File: src/rtl/accum_pwm_pkg.sv
package accum_pwm_pkg;
  localparam int unsigned CTRL_W   = 32;
  localparam int unsigned EN_BIT   = 31;
  localparam int unsigned UPD_BIT  = 30;
  localparam int unsigned STEP_LSB = 8;
  localparam int unsigned DIV_W    = 8;

  typedef logic [DIV_W-1:0] div_t;
endpackage

File: src/rtl/accum_pwm_regs.sv
module accum_pwm_regs
  import accum_pwm_pkg::*;
#(
  parameter int unsigned STEP_W = 16
) (
  input  logic              clk_i,
  input  logic              rst_ni,
  input  logic              wr_en_i,
  input  logic [CTRL_W-1:0] wr_data_i,
  input  logic              apply_i,
  output logic              en_o,
  output logic              upd_o,
  output logic [STEP_W-1:0] stg_step_o,
  output div_t              stg_div_o,
  output logic [STEP_W-1:0] act_step_o,
  output div_t              act_div_o
);
  logic              en_q, upd_q;
  logic [STEP_W-1:0] stg_step_q, act_step_q;
  div_t              stg_div_q, act_div_q;

  always_ff @(posedge clk_i or negedge rst_ni) begin
    if (!rst_ni) begin
      en_q       <= 1'b0;
      upd_q      <= 1'b0;
      stg_step_q <= '0;
      stg_div_q  <= '0;
      act_step_q <= '0;
      act_div_q  <= '0;
    end else begin
      if (wr_en_i) en_q <= wr_data_i[EN_BIT];
      // request clears only through an apply; a write of 0 has no effect
      if (apply_i) begin
        act_step_q <= stg_step_q;
        act_div_q  <= stg_div_q;
        upd_q      <= 1'b0;
      end else if (wr_en_i && wr_data_i[UPD_BIT]) begin
        upd_q <= 1'b1;
      end
      // staged fields are locked while a request is pending
      if (wr_en_i && !upd_q) begin
        stg_step_q <= wr_data_i[STEP_LSB +: STEP_W];
        stg_div_q  <= wr_data_i[DIV_W-1:0];
      end
    end
  end

  assign en_o       = en_q;
  assign upd_o      = upd_q;
  assign stg_step_o = stg_step_q;
  assign stg_div_o  = stg_div_q;
  assign act_step_o = act_step_q;
  assign act_div_o  = act_div_q;
endmodule

File: src/rtl/accum_pwm_phase.sv
module accum_pwm_phase #(
  parameter int unsigned STEP_W = 16
) (
  input  logic              clk_i,
  input  logic              rst_ni,
  input  logic              en_i,
  input  logic [STEP_W-1:0] step_i,
  output logic [STEP_W-1:0] acc_o,
  output logic              wrap_o
);
  logic [STEP_W-1:0] acc_q;
  logic [STEP_W:0]   sum;

  assign sum = {1'b0, acc_q} + {1'b0, step_i};

  always_ff @(posedge clk_i or negedge rst_ni) begin
    if (!rst_ni)     acc_q <= '0;
    else if (!en_i)  acc_q <= '0;
    else             acc_q <= sum[STEP_W-1:0];
  end

  assign acc_o  = acc_q;
  assign wrap_o = en_i & sum[STEP_W];
endmodule

File: src/rtl/accum_pwm_cmp.sv
module accum_pwm_cmp
  import accum_pwm_pkg::*;
(
  input  logic en_i,
  input  div_t pos_i,
  input  div_t div_i,
  output logic pwm_o
);
  assign pwm_o = en_i & (pos_i >= div_i);
endmodule

File: src/rtl/accum_pwm.sv
module accum_pwm
  import accum_pwm_pkg::*;
#(
  parameter int unsigned STEP_W = 16  // 8..22
) (
  input  logic        clk_i,
  input  logic        rst_ni,
  input  logic        wr_en_i,
  input  logic [31:0] wr_data_i,
  output logic [31:0] rd_data_o,
  output logic        pwm_o
);
  localparam int unsigned POS_MSB = STEP_W - 1;

  logic              ctl_en, ctl_upd, wrap, apply;
  logic [STEP_W-1:0] stg_step, act_step, acc_val;
  div_t              stg_div, act_div, pos;

  // no cycle runs while disabled, so a pending request applies right away
  assign apply = ctl_upd & (~ctl_en | wrap);

  accum_pwm_regs #(.STEP_W(STEP_W)) u_regs (
    .clk_i      (clk_i),
    .rst_ni     (rst_ni),
    .wr_en_i    (wr_en_i),
    .wr_data_i  (wr_data_i),
    .apply_i    (apply),
    .en_o       (ctl_en),
    .upd_o      (ctl_upd),
    .stg_step_o (stg_step),
    .stg_div_o  (stg_div),
    .act_step_o (act_step),
    .act_div_o  (act_div)
  );

  accum_pwm_phase #(.STEP_W(STEP_W)) u_phase (
    .clk_i  (clk_i),
    .rst_ni (rst_ni),
    .en_i   (ctl_en),
    .step_i (act_step),
    .acc_o  (acc_val),
    .wrap_o (wrap)
  );

  assign pos = acc_val[POS_MSB -: DIV_W];

  accum_pwm_cmp u_cmp (
    .en_i  (ctl_en),
    .pos_i (pos),
    .div_i (act_div),
    .pwm_o (pwm_o)
  );

  always_comb begin
    rd_data_o                      = '0;
    rd_data_o[EN_BIT]              = ctl_en;
    rd_data_o[UPD_BIT]             = ctl_upd;
    rd_data_o[STEP_LSB +: STEP_W]  = stg_step;
    rd_data_o[DIV_W-1:0]           = stg_div;
  end
endmodule

File: config.mk
export PLATFORM = sky130hd
export DESIGN_NAME = accum_pwm
export DESIGN_NICKNAME = d
export VERILOG_FILES = /design/src/rtl/accum_pwm_pkg.sv /design/src/rtl/accum_pwm_regs.sv /design/src/rtl/accum_pwm_phase.sv /design/src/rtl/accum_pwm_cmp.sv /design/src/rtl/accum_pwm.sv
export SDC_FILE = /design/constraint.sdc
export NUM_CORES = 1
export LEC_CHECK = 0
export BUFFER_PORTS_ARGS = -buffer_cell sky130_fd_sc_hd__buf_2
export CORE_ASPECT_RATIO = 1.5
export CORE_UTILIZATION = 40
export CTS_BUF_LIST = sky130_fd_sc_hd__clkbuf_8
export DETAILED_ROUTE_END_ITERATION = 8
export PLACE_DENSITY_LB_ADDON = 0.08
export SETUP_SLACK_MARGIN = 0.05
export SLEW_MARGIN = 10
export SYNTH_ARGS = -nofsm -noshare
export SYNTH_HDL_FRONTEND = slang
export SYNTH_SLANG_ARGS = --single-unit
File: constraint.sdc
create_clock -name clk_i -period 3.75 [get_ports clk_i]
set_input_delay 0.5625 -clock clk_i [delete_from_list [all_inputs] [get_ports clk_i]]
set_output_delay 0.5625 -clock clk_i [all_outputs]
set_load 0.01 [all_outputs]
; Word-level counts from Yosys, hierarchy flattened
; Index checks and enable logic that the tools add are counted.
; Widths: inputs -> output; s select.
[totals]
reg_bits = 66
latch_bits = 0
ram_bits = 0
rom_bits = 0
elab_cells = 21
mem_count = 0
[classes]
n_addsub = 1
n_mul = 0
div = 0
n_lt_le_gt_ge = 1
eq_ne = 0
shifts = 0
muxes = 3
bitwise = 5
n_reduce_logical = 4
[ops]
columns = cell, n
row1 = $add 16x16->17, 1
row2 = $mux 16, 1
row3 = $ge 8x8->1, 1
row4 = $and 1x1->1, 3
row5 = $logic_and 1x1->1, 2
row6 = $mux 1, 2
row7 = $reduce_bool 2->1, 1
row8 = $logic_not 1->1, 1
row9 = $not 1->1, 1
row10 = $or 1x1->1, 1

; Longest topological paths before layout
; Gate-level depths: netlist of run 1.
[depth]
depth_word = 5
depth_mapped = 8
mapped_depth_nobuf = 7

; Cells and area by module
; From an unflattened synthesis of run 1, not the netlist that was laid out.
[hier_totals]
hier_cells = 277
area_unflattened_um2 = 3449.6
[by_module_without_submodules]
columns = mod, n_inst, cells_per_inst, area_each_um2
row1 = accum_pwm_regs, 1, 108, 1969.4
row2 = accum_pwm_phase, 1, 131, 1212.4
row3 = accum_pwm_cmp, 1, 27, 192.7
row4 = accum_pwm, 1, 11, 75.1

; Worst setup path before layout of run 1
; Ideal clock, no wire load.
[synth_timing]
path_kind = reg-to-reg
start = register u_regs.act_step_q[0], in the netlist u_regs.act_step_o[0]
end = register u_regs.act_step_q[12], in the netlist u_regs.act_step_o[12]
arrival_time_ns = 2.178
required_time_ns = 3.623
path_slack_ns = 1.445
stages_incl_launch_ff = 9
path_buffers = 1
synth_period_minus_slack_ns = 2.305
path_cell_list = dfrtp_1 -> ha_1 -> fa_1 -> a21oi_1 -> o211ai_2 -> a31oi_4 -> o31ai_4 -> buf_6 -> mux2_1
[synth_via]
elab_chain_cells = 4
[synth_lines]
columns = item, line
row1 = from (decl), accum_pwm_regs.sv:19  ; logic [STEP_W-1:0] stg_step_q, act_step_q;
row2 = from (signal assigned), accum_pwm_regs.sv:34  ; act_step_q <= stg_step_q;
row3 = $add 16x16->17, accum_pwm_phase.sv:14  ; assign sum = {1'b0, acc_q} + {1'b0, step_i};
row4 = $and 1x1->1, accum_pwm_phase.sv:23  ; assign wrap_o = en_i & sum[STEP_W];
row5 = $or 1x1->1, accum_pwm.sv:20  ; assign apply = ctl_upd & (~ctl_en | wrap);
row6 = $and 1x1->1, accum_pwm.sv:20
; No other way between the ends.
; A chain may end at the register's enable or synchronous reset.

; Worst setup path in the final report of run 1
[layout_timing]
start = register u_regs.act_step_q[0], in the netlist u_regs.act_step_o[0]
end = register u_regs.act_step_q[4], in the netlist u_regs.act_step_o[4]
; The elaborated chain is that of the path after synthesis.

==> summary.txt, run 1 <==
Logic synthesis
  • Synthesized netlist cell count: approximately 290
  • Average footprint of a synthesized cell: 11.97 um2
  • Post-synth EDFFs: 0
  • Dominant synthesized flop cell: sky130_fd_sc_hd__dfrtp_1
  • FF+latch count, synth: 66
  • Yosys warns: 0
  • Post-synthesis sequential area ratio: between 40% and 50%
  • Top post-synthesis cells by area: sky130_fd_sc_hd__dfrtp_1 48%, sky130_fd_sc_hd__mux2_2 15%, sky130_fd_sc_hd__ha_1 8.8%, sky130_fd_sc_hd__a21oi_1 2.5%, sky130_fd_sc_hd__buf_4 1.8%
  • Post-Syn Area: 3412 um2
  • Synth async-reset ratio: 100.0%
  • Area leader, netlist: sky130_fd_sc_hd__dfrtp_1
  • Count of unique library cells instantiated by Yosys: 44
  • Top cell type's share of synthesized area: 48.40%

Global route
  • Met3 demand-to-capacity share in global routing: 4.444%
  • Highest-utilization routing layer at the global route stage: met2
  • Met2 track demand over resource: 27.73%
  • Total global routing overflow: 0
  • Overall fraction of global-route tracks in use: 16.63%
  • Met1 demand-to-capacity share in global routing: 19.74%
  • Pin count of the biggest net entering global routing: 36
  • Wire length of the first global-routing pass: 11.16 mm
  • Antenna violations before repair: 0
  • Via count of the first global-routing pass: about 2.3k

Hold path
  • Hold crit path type: input port to asynchronous set/reset pin

Routing
  • Vias per std cell: between 5 and 6
  • Drt drc: 0
  • Initial DRC Count: 83
  • Number of nets still failing antenna checks after routing: 0
  • Routed wire per std cell: ~15 um
  • Total wire length: 6.646 mm
  • TritonRoute pass-1 iters: 4
  • Total via count after detailed routing: 2324

Power
  • Worst IR Drop VDD: 0.0003964 V
  • P_sw: 0.001379 W
  • Cell-internal power: around 0.0023 W
  • Clock Power Share: 17.1%
  • Share of total power in sequential cells: 34.4%
  • Pleak: 1.924 nW
  • Combinational power share: around half
  • Switching share of power: 37.50%
  • Power per unit of standard cell area: 923.8 nW/um2

Layout
  • Growth of design area from synthesis to finish: 16.69%
  • Number of inserted diodes: 0
  • End-of-flow core utilization: 48.80%
  • Share of final-layout standard cells stronger than drive strength 1: 36.49%
  • # nets final: 403

Floorplan
  • Initial core utilization: 41.83%
  • Total I/O pin count: 68
  • Die Outline Area: 8911 um2
  • Placeable Area: 8158 um2
  • Number of cell rows: 40
  • Die width: between 70 and 80 um
  • Overall die height: 115.1 um

STA
  • RSZ-0062 raised after global routing: false
  • Number of max-slew violations in the final report: 0
  • Sum of negative setup slack: 0 ns
  • Shortest clock period the worst path allows after layout: 2.584 ns
  • Fin Clk Skew: 0.006264 ns
  • Remaining max-slew budget at the tightest pin: 46.89%
  • Final setup violating endpoints: 0
  • Share of the clock period used by the worst path after layout: 68.91%
  • Top achievable clock speed: 387.0 MHz
  • Number of failing hold endpoints at the final stage: 0
  • Pin slew with the least headroom to its limit: 0.7967 ns

CTS
  • Post-CTS setup-driven buffer insertion count: 0
  • Max Root-Sink Buffers: 2
  • Number of CTS-inserted buffers: 9
  • Clock tree from TritonCTS: yes
  • Buffer cell driving the clock tree root: sky130_fd_sc_hd__clkbuf_8
  • Resized Gates After CTS: 0
  • Hold buffer count at cts: 0
  • Clock-pin slew reported for the worst setup and hold paths after clock tree synthesis: 0.07 ns
  • Number of clock sinks seen by CTS: 66
  • Insertion delay of the later-clocked pin in the worst-skew pair: around 0.34 ns
  • Number of levels in the clock H-tree: 3

Placed design
  • Count of port buffers added during placement: 55
  • Detailed placer's ending HPWL: roughly 5 mm
  • Gp weighted congestion: 0.8291

Job
  • Max-cap viol count: 0

Critical path
  • Worst endpoint data arrival time: 2.81 ns
  • Capturing element type of the critical path: register
  • Crit Path Category: register to register
  • Startpoint Class: register
  • Maximum fanout count along the critical path: 13
  • CP required: a little under 4 ns

Run status
  • Result of the run: complete, no violations
-- kinds of logic (layout without fill, tap and decap cells) --
| group | Yosys count | after routing | synth area share (%) |
|---|---|---|---|
| DFF | 66 | 66 | 48.40 |
| muxes | 52 | 52 | 17.02 |
| AOI/OAI and AO/OA | 51 | 51 | 11.18 |
| and+or+nand+nor | 51 | 51 | 7.261 |
| buffers and inverters | 32 | 90 | 4.841 |
| adders and majority gates | 25 | 25 | 9.388 |
| xor gates and xnor gates | 7 | 7 | 1.797 |
| other | 1 | 6 | 0.1099 |
-- critical path, stage by stage (launching register included) --
cell                       delay, ns
sky130_fd_sc_hd__dfrtp_1        0.38
sky130_fd_sc_hd__ha_1           0.24
sky130_fd_sc_hd__fa_1           0.42
sky130_fd_sc_hd__a21oi_1        0.28
sky130_fd_sc_hd__o211ai_2       0.20
sky130_fd_sc_hd__a31oi_4        0.31
sky130_fd_sc_hd__o31ai_4        0.10
sky130_fd_sc_hd__buf_4          0.21
sky130_fd_sc_hd__mux2_1         0.32
-- power by group through the flow --
stage	Clock, W	Combinational, W	Sequential [W]
detailed placement	0	0.00180	0.00129
global placement	0	0.00178	0.00128
floorplan	0	0.00132	0.00129
finish	0.000630	0.00178	0.00126
global route	0.000686	0.00200	0.00132
CTS	0.000655	0.00181	0.00128
-- area by class of cell --
cell class | instances | area, um2
clock inverters | 3 | 37.54
clock buffers | 13 | 178.9
fillers | 776 | 4177
well taps | 105 | 131.4
inverters | 14 | 52.55
multi-input cells | 192 | 1617
repair buffers | 60 | 312.8
flip-flops and latches | 66 | 1652
-- per-layer routing --
| layer | vias up | part of all wire [%] |
|---|---|---|
| met5 | - | 0 |
| met4 | 0 | 2.5 |
| met3 | 13 | 3.3 |
| met2 | 45 | 51 |
| met1 | 1151 | 43 |
| li1 | 1115 | - |
-- registers in the layout, indices dropped and copies added, names as in the netlist --
| signal | cells |
|---|---|
| u_regs.act_step_o | 16 |
| u_regs.stg_step_o | 16 |
| u_regs.upd_o | 1 |
| u_regs.stg_div_o | 8 |
| u_regs.en_o | 1 |
| u_phase.acc_o | 16 |
| u_regs.act_div_o | 8 |
-- through the flow --
step	cells	setup WS (ns)	total power [W]	hold slack, ns	cell area [um2]
2_1_floorplan	290	1.445	0.002612	0.2669	3431
3_3_place_gp	437	1.171	0.003056	0.4905	3765
3_5_place_dp	437	1.150	0.003091	0.4952	3765
4_1_cts	453	1.140	0.003741	0.3193	3981
5_1_grt	453	1.025	0.004001	0.3501	3981
6_report	453	1.166	0.003678	0.2977	3981
-- worst paths after layout --
path / from / endpoint / cells past startpoint / slack (ns)
min reg2reg: u_regs.act_div_o[2] / u_regs.act_div_o[2] / 1 / 0.51
max in group asynchronous: rst_ni / u_regs.act_step_o[0] / 2 / 2.65
max: u_regs.act_step_o[0] / u_regs.act_step_o[4] / 8 / 1.17
max reg2reg: u_regs.act_step_o[0] / u_regs.act_step_o[4] / 8 / 1.17
min in group clk_i: wr_data_i[31] / u_regs.en_o / 3 / 0.43
min: rst_ni / u_regs.stg_step_o[11] / 1 / 0.30
-- layout by cell type, fill, tap and decap left out, drive strengths merged, types with 7 or more instances in the layout --
| cell type | instances |
|---|---|
| o21ai | 7 |
| clkbuf | 13 |
| mux2 | 48 |
| nand3 | 7 |
| ha | 24 |
| nand2 | 16 |
| inv | 15 |
| nor2 | 9 |
| buf | 60 |
| dfrtp | 66 |
| a21oi | 17 |
-- Yosys cell counts (4+ instances only) --
| master | count |
|---|---|
| sky130_fd_sc_hd__dfrtp_1 | 66 |
| sky130_fd_sc_hd__mux2_2 | 46 |
| sky130_fd_sc_hd__ha_1 | 24 |
| sky130_fd_sc_hd__a21oi_1 | 17 |
| sky130_fd_sc_hd__nand2_1 | 16 |
| sky130_fd_sc_hd__inv_1 | 13 |
| sky130_fd_sc_hd__nor2_1 | 9 |
| sky130_fd_sc_hd__buf_4 | 8 |
| sky130_fd_sc_hd__clkbuf_1 | 8 |
| sky130_fd_sc_hd__nand3_1 | 7 |
| sky130_fd_sc_hd__nand2b_1 | 6 |
| sky130_fd_sc_hd__o21ai_0 | 6 |
| sky130_fd_sc_hd__a21o_1 | 5 |
| sky130_fd_sc_hd__and2_1 | 4 |
| sky130_fd_sc_hd__mux2i_1 | 4 |
| sky130_fd_sc_hd__xnor2_1 | 4 |
(Power assumes the default switching activity.)
==> run 2, diff against run 1 <==
- ABC_AREA: default -> 1
- clock period: 3.75 -> 2.45 ns (I/O delays scaled with it)
==> run 2 against run 1 <==
Against the previous run: setup slack worse by 0.82 ns; routed wire length increased by 15%; largest power group unchanged; combinational power up 25%.
==> summary.txt, run 2 <==
Run status
  • Result of the run: complete, no violations

Critical path
  • Crit Path Category: register to register
  • Critical Path, Cell by Cell: ha_1 -> fa_1 -> nand3_1 -> nand3_2 -> nand2_1 -> nand2_1 -> nand2_2 -> nand2_4 -> nand2_4 -> nand2_1 -> nand2_1
  • Crit path largest cell delay: 0.45 ns (+0.03 ns)
  • Capturing element type of the critical path: register
  • Worst endpoint data arrival time: 2.38 ns (-0.43 ns)
  • Cell with the biggest individual delay on the critical path: sky130_fd_sc_hd__fa_1
  • Path depth of the worst reg2reg path: 11 (+3)
  • RR Startpoint: u_regs.act_step_o[0]
  • Most frequent cell on the critical path: sky130_fd_sc_hd__nand2_1
  • Startpoint Class: register
  • Cell family contributing the most delay on the critical path: simple AND/OR/NAND/NOR gates
  • R2r endpoint: u_regs.act_step_o[5]
  • Maximum fanout count along the critical path: 24 (+11)
  • Reg2Reg Setup Slack: 0.35 ns (-0.82 ns)
  • CP required: 2.73 ns (-1.25 ns)
  • Combined buffer and inverter count along the critical path: 0 (-1)

Routing
  • Routed metal-1 wirelength: 3.481 mm (+22%)
  • Met3 wire len: 207 um (-5.5%)
  • Highest signal layer in the routed design: met4
  • Met2 Wirelength: 3.691 mm (+8.0%)
  • Total via count after detailed routing: 2843 (+22%)
  • Vias per std cell: 4.668 (-9.0%)
  • TritonRoute pass-1 iters: 6 (+2)
  • Initial DRC Count: 103 (+24%)
  • Routed wire per std cell: 12.56 um (-14%)
  • Number of nets still failing antenna checks after routing: 0 (unchanged)
  • Total wire length: 7.651 mm (+15%)
  • Drt drc: 0 (unchanged)

Layout
  • Commonest non-fill, non-tap cells in the layout: 140 x sky130_fd_sc_hd__nand2_1, 66 x sky130_fd_sc_hd__dfrtp_1, 60 x sky130_fd_sc_hd__inv_1
  • Fill cells: 878 (+13%)
  • Growth of design area from synthesis to finish: 16.06%
  • Most common cell after layout, fill and taps aside: sky130_fd_sc_hd__nand2_1
  • Cell area after layout: 4249 um2 (+6.7%)
  • Number of inserted diodes: 0 (unchanged)
  • # nets final: 554 (+37%)
  • End-of-flow core utilization: 48.13% (-0.67 points)
  • Share of final-layout standard cells stronger than drive strength 1: 22.04% (-14 points)

Logic synthesis
  • Synth async-reset ratio: 100.0% (unchanged)
  • Post-synth EDFFs: 0 (unchanged)
  • Post-synthesis sequential area ratio: 45.11% (-3.3 points)
  • Dominant synthesized flop cell: sky130_fd_sc_hd__dfrtp_1
  • Top cell type's share of synthesized area: 45.11% (-3.3 points)
  • Synthesized netlist cell count: 437 (+53%)
  • Top post-synthesis cells by area: sky130_fd_sc_hd__dfrtp_1 45%, sky130_fd_sc_hd__nand2_1 14%, sky130_fd_sc_hd__ha_1 8.2%, sky130_fd_sc_hd__mux2_2 7.4%, sky130_fd_sc_hd__inv_1 6.2%
  • Yosys warns: 0 (unchanged)
  • Count of unique library cells instantiated by Yosys: 27 (-39%)
  • Average footprint of a synthesized cell: 8.378 um2 (-30%)
  • Most common library cells after synthesis: 140 x sky130_fd_sc_hd__nand2_1, 66 x sky130_fd_sc_hd__dfrtp_1, 60 x sky130_fd_sc_hd__inv_1
  • Area leader, netlist: sky130_fd_sc_hd__dfrtp_1
  • FF+latch count, synth: 66 (unchanged)
  • Post-Syn Area: 3661 um2 (+7.3%)
  • Cell with the most instances after synthesis: sky130_fd_sc_hd__nand2_1

Floorplan
  • Initial core utilization: 41.47% (-0.36 points)
  • Number of cell rows: 42 (+5.0%)
  • Die Outline Area: 9547 um2 (+7.1%)
  • Overall die height: 119.2 um (+3.5%)
  • Placeable Area: 8828 um2 (+8.2%)
  • Die width: 80.12 um (+3.5%)
  • Total I/O pin count: 68 (unchanged)

Power
  • Power per unit of standard cell area: 1189 nW/um2 (+29%)
  • Pleak: 2.403 nW (+25%)
  • Worst IR Drop VDD: 0.0005627 V (+42%)

Global route
  • Antenna violations before repair: 0 (unchanged)
  • Overall fraction of global-route tracks in use: 18.89% (+2.3 points)
  • Total global routing overflow: 0 (unchanged)
  • Wire length of the first global-routing pass: 13.67 mm (+23%)
  • Pin count of the biggest net entering global routing: 67 (+86%)
  • Via count of the first global-routing pass: 2870 (+24%)

Placed design
  • Detailed placer's ending HPWL: 5.857 mm (+17%)
  • Placed inst area: 4011 um2 (+6.5%)
  • Gp weighted congestion: 0.8004 (-3.5%)
  • Worst-case setup slack after placement: 0.3548 ns (-0.7953 ns)
  • Count of port buffers added during placement: 55 (unchanged)

STA
  • Final setup violating endpoints: 0 (unchanged)
  • Top achievable clock speed: 475.9 MHz (+23%)
  • Number of failing hold endpoints at the final stage: 0 (unchanged)
  • Sum of negative setup slack: 0 ns (unchanged)
  • Number of max-slew violations in the final report: 0 (unchanged)
  • Final setup slack of the worst path: 0.3485 ns (-0.8173 ns)
  • Fin Clk Skew: 0.01108 ns (+0.004817 ns)
  • Share of the clock period used by the worst path after layout: 85.78% (+17 points)
  • Shortest clock period the worst path allows after layout: 2.102 ns (-0.4827 ns)
  • RSZ-0062 raised after global routing: false

CTS
  • Number of clock sinks seen by CTS: 66 (unchanged)
  • Hold buffer count at cts: 0 (unchanged)
  • Clock-pin slew reported for the worst setup and hold paths after clock tree synthesis: 0.08 ns (about the same)
  • Buffer cell driving the clock tree root: sky130_fd_sc_hd__clkbuf_8
  • Insertion delay of the later-clocked pin in the worst-skew pair: 0.34 ns (about the same)
  • Clock tree from TritonCTS: yes
  • Post-CTS setup-driven buffer insertion count: 0 (unchanged)
  • Number of CTS-inserted buffers: 9 (unchanged)
  • Max Root-Sink Buffers: 2 (unchanged)
  • Number of levels in the clock H-tree: 3 (unchanged)
  • Resized Gates After CTS: 0 (unchanged)

Hold path
  • Hold crit path type: input port to asynchronous set/reset pin

Job
  • Max-cap viol count: 0 (unchanged)
[run 2: changes by cell type in the layout (fill, tap and decap cells not counted), sizes merged, moves of 5 or more]
| cell | previous run | this run |
|---|---|---|
| nor2 | 9 | 20 |
| nand2b | 6 | 0 |
| a21o | 5 | 0 |
| nand2 | 16 | 145 |
| nand3 | 7 | 35 |
| inv | 15 | 60 |
| mux2 | 48 | 24 |
[run 2: layer usage]
layer | vias to the layer above | GRT usage, %
met4 | 0 | 9.487
met2 | 62 | 29.91
met1 | 1281 | 24.39
li1 | 1482 | -
met5 | - | 0
met3 | 18 | 3.525
[run 2: worst max-delay path by stage]
stage	startpoint	endpoint	slack (ns)	depth (start not counted)
after floorplan	u_regs.act_step_o[0]	u_regs.act_step_o[1]	0.63	11
after global placement	u_regs.act_step_o[0]	u_regs.act_div_o[2]	0.38	11
after detailed placement	u_regs.act_step_o[0]	u_regs.act_div_o[2]	0.35	11
after CTS	u_regs.act_step_o[0]	u_regs.act_step_o[9]	0.34	11
after global routing	u_regs.act_step_o[0]	u_regs.act_step_o[7]	0.12	11
final	u_regs.act_step_o[0]	u_regs.act_step_o[5]	0.35	11
[run 2: worst reg2reg max path, stage by stage (launching register included)]
cell and delay (ns):
sky130_fd_sc_hd__dfrtp_1 0.39, sky130_fd_sc_hd__ha_1 0.22, sky130_fd_sc_hd__fa_1 0.45, sky130_fd_sc_hd__nand3_1 0.11
sky130_fd_sc_hd__nand3_2 0.10, sky130_fd_sc_hd__nand2_1 0.08, sky130_fd_sc_hd__nand2_1 0.09, sky130_fd_sc_hd__nand2_2 0.09
sky130_fd_sc_hd__nand2_4 0.11, sky130_fd_sc_hd__nand2_4 0.24, sky130_fd_sc_hd__nand2_1 0.10, sky130_fd_sc_hd__nand2_1 0.07
[run 2: final cells by class]
class	count	area, um2	area share (%)
clock buffer	12	165.2	3.887
clock inverter	4	72.57	1.708
inverter	60	225.2	5.300
multi-input combinational	297	1672	39.34
sequential	66	1652	38.87
tap	110	137.6	3.239
timing repair buffer	60	325.3	7.656
[run 2: power breakdown]
| group | switching, W | internal (W) |
|---|---|---|
| clock | 0.000413 | 0.000655 |
| combinational | 0.00136 | 0.000865 |
| sequential | 0.000283 | 0.00148 |
[run 2: stage by stage]
step           std cells  power [W]  hold slack, ns
6_report             609   0.005052         0.02578
5_1_grt              609   0.005571         0.05052
4_1_cts              609   0.005126         0.04176
3_5_place_dp         593   0.004032          0.4113
3_3_place_gp         593   0.003969          0.4111
2_1_floorplan        442   0.003410         0.07191
[run 2: kinds of logic (layout without fill, tap and decap cells)]
family	after synthesis	after routing	share of synthesized area (%)
AND/OR/NAND/NOR	210	210	24.26
adder cells (fa/ha/maj)	25	25	8.749
AO/OA/AOI/OAI	31	31	4.409
buffers and inverters	79	136	9.740
multiplexers	24	24	7.382
flip-flops	66	66	45.11
other	1	6	0.1024
XOR/XNOR	1	1	0.2393
==> run 3, diff against run 2 <==
- CTS_CLUSTER_SIZE: default -> 40
- RECOVER_POWER: default -> 50
==> run 3 against run 2 <==
Against the previous run: the flow now finishes with violations (max-capacitance violations, max-slew violations); final cell count did not move; flip-flop and latch count did not move; total power fell by 0.27%; via count rose by 0.56%; fmax fell by 0.39%; global-route usage did not move; utilization fell by 0.37 points; hold slack improved by 0.23 ns; routed wire length fell by 0.25%; non-clock buffer count did not move.
==> summary.txt, run 3 (synthesized netlist as in run 2, its figures left out) <==
Run status
  • Result of the run: finished with violations
  • Failing checks: max-capacitance violations, max-slew violations

Critical path
  • Critical Path, Cell by Cell: ha_1 -> nand2_1 -> nor2_1 -> nand4_1 -> nand3_1 -> nand2_1 -> inv_1 -> buf_2
  • Worst endpoint data arrival time: 1.74 ns (-0.64 ns)
  • Cell with the biggest individual delay on the critical path: sky130_fd_sc_hd__dfrtp_1
  • Crit path largest cell delay: 0.40 ns (-0.05 ns)
  • Maximum fanout count along the critical path: 2 (-92%)
  • Crit Path Category: register to output pin
  • Startpoint Class: register
  • CP required: 2.08 ns (-0.65 ns)
  • Cell family contributing the most delay on the critical path: simple AND/OR/NAND/NOR gates
  • Reg2Reg Setup Slack: 0.34 ns (about the same)
  • Most frequent cell on the critical path: sky130_fd_sc_hd__nand2_1
  • Combined buffer and inverter count along the critical path: 2 (+2)
  • Capturing element type of the critical path: output pin

Layout
  • End-of-flow core utilization: 47.76% (-0.37 points)
  • Growth of design area from synthesis to finish: 15.17%
  • Seq. cell area: 1652 um2 (unchanged)
  • Multi-input gate area in the final layout: 1672 um2 (unchanged)
  • Number of inserted diodes: 0 (unchanged)
  • Most common cell after layout, fill and taps aside: sky130_fd_sc_hd__nand2_1
  • Fill cells: 885 (+0.80%)
  • Cell area after layout: 4217 um2 (-0.77%)
  • # nets final: 554 (unchanged)
  • Commonest non-fill, non-tap cells in the layout: 140 x sky130_fd_sc_hd__nand2_1, 66 x sky130_fd_sc_hd__dfrtp_1, 60 x sky130_fd_sc_hd__inv_1
  • Share of final-layout standard cells stronger than drive strength 1: 19.64% (-2.4 points)

STA
  • Share of the clock period used by the worst path after layout: 86.11% (+0.33 points)
  • Sum of negative setup slack: 0 ns (unchanged)
  • Number of max-slew violations in the final report: 67 (+67)
  • RSZ-0062 raised after global routing: false
  • Top achievable clock speed: 474.0 MHz (-0.39%)
  • Pin slew with the least headroom to its limit: 1.612 ns
  • Final setup violating endpoints: 0 (unchanged)
  • Fin Clk Skew: 0.01232 ns (+0.001242 ns)
  • Remaining max-slew budget at the tightest pin: -7.476%
  • Number of failing hold endpoints at the final stage: 0 (unchanged)
  • Shortest clock period the worst path allows after layout: 2.110 ns (+0.008176 ns)

Floorplan
  • Total I/O pin count: 68 (unchanged)
  • Number of cell rows: 42 (unchanged)
  • Placeable Area: 8828 um2 (unchanged)
  • Die Outline Area: 9547 um2 (unchanged)
  • Initial core utilization: 41.47% (unchanged)
  • Overall die height: 119.2 um (unchanged)
  • Die width: 80.12 um (unchanged)

CTS
  • Max Root-Sink Buffers: 2 (unchanged)
  • Number of clock sinks seen by CTS: 66 (unchanged)
  • Hold buffer count at cts: 0 (unchanged)
  • Post-CTS setup-driven buffer insertion count: 0 (unchanged)
  • Insertion delay of the later-clocked pin in the worst-skew pair: 0.34 ns (about the same)
  • Buffer cell driving the clock tree root: sky130_fd_sc_hd__clkbuf_8
  • Clock-pin slew reported for the worst setup and hold paths after clock tree synthesis: 0.07 ns (about the same)
  • Resized Gates After CTS: 0 (unchanged)
  • Number of CTS-inserted buffers: 9 (unchanged)
  • Number of levels in the clock H-tree: 3 (unchanged)
  • Clock tree from TritonCTS: yes

Job
  • Max-cap viol count: 1 (+1)

Routing
  • Routed wire per std cell: 12.53 um (-0.25%)
  • Initial DRC Count: 95 (-7.8%)
  • Vias per std cell: 4.695 (+0.56%)
  • Highest signal layer in the routed design: met4
  • Drt drc: 0 (unchanged)
  • Met3 wire len: 198 um (-4.3%)
  • Routed metal-1 wirelength: 3.473 mm (-0.23%)
  • Total via count after detailed routing: 2859 (+0.56%)
  • Number of nets still failing antenna checks after routing: 0 (unchanged)
  • Total wire length: 7.632 mm (-0.25%)
  • Met2 Wirelength: 3.688 mm (about the same)
  • TritonRoute pass-1 iters: 6 (unchanged)

Power
  • Power per unit of standard cell area: 1195 nW/um2 (+0.50%)
  • Worst IR Drop VDD: 0.0005621 V (-0.11%)
  • Total power: 0.005039 W (-0.27%)
  • Pleak: 2.363 nW (-1.6%)

Placed design
  • Detailed placer's ending HPWL: 5.857 mm (unchanged)
  • Gp weighted congestion: 0.8004 (unchanged)
  • Count of port buffers added during placement: 55 (unchanged)
  • Placed inst area: 4011 um2 (unchanged)

Hold path
  • Hold crit path type: input port to register

Global route
  • Overall fraction of global-route tracks in use: 18.89% (unchanged)
  • Total global routing overflow: 0 (unchanged)
  • Antenna violations before repair: 0 (unchanged)
  • Wire length of the first global-routing pass: 13.67 mm (unchanged)
  • Via count of the first global-routing pass: 2870 (unchanged)
  • Pin count of the biggest net entering global routing: 67 (unchanged)
## run 3: cell types whose count changed in the layout (fill, tap and decap cells not counted), sizes merged
cell    change
buf        -13
clkbuf     +13
## run 3: cell type report
class	count	area share [%]
clock inverter	4	1.721
inverter	60	5.341
sequential	66	39.17
timing repair buffer	60	6.944
tap	110	3.264
clock buffer	12	3.917
multi-input combinational	297	39.64
## run 3: layer usage
layer,vias up,global-route usage (%)
met5,-,0
met4,0,9.487
met3,18,3.525
met2,59,29.91
met1,1297,24.39
li1,1485,-
## run 3: worst register-to-register path: cells and delay by family, from the launching register on
family / cells / cell delay, ns
AND/OR/NAND/NOR: 9 / 0.99
adder cells (fa/ha/maj): 2 / 0.67
flip-flops: 1 / 0.39
## run 3: report_power, final
part	leakage (nW)	switching (W)	total (W)	internal [W]
Combinational	1.43	0.00136	0.00220	0.000850
Sequential	0.814	0.000283	0.00176	0.00148
Clock	0.119	0.000414	0.00107	0.000655
Total	2.36	0.00205	0.00504	0.00299
## run 3: path summary, 6_finish.rpt
kind	end	from	cells after the start
max	pwm_o	u_phase.acc_o[15]	8
min	u_regs.stg_step_o[11]	wr_data_i[19]	2
max reg2reg	u_regs.act_step_o[5]	u_regs.act_step_o[0]	11
min in group asynchronous	u_phase.acc_o[4]	rst_ni	2
min reg2reg	u_regs.act_div_o[6]	u_regs.act_div_o[6]	2
max in group asynchronous	u_regs.stg_div_o[6]	rst_ni	2
## run 3: metrics by stage
| step | hold WS (ns) | cells | setup slack, ns |
|---|---|---|---|
| floorplan | 0.07191 | 442 | 0.6264 |
| global placement | 0.4111 | 593 | 0.3842 |
| detailed placement | 0.4113 | 593 | 0.3548 |
| CTS | 0.04176 | 609 | 0.3362 |
| global route | 0.2395 | 609 | 0.1203 |
| finish | 0.2557 | 609 | 0.3403 |
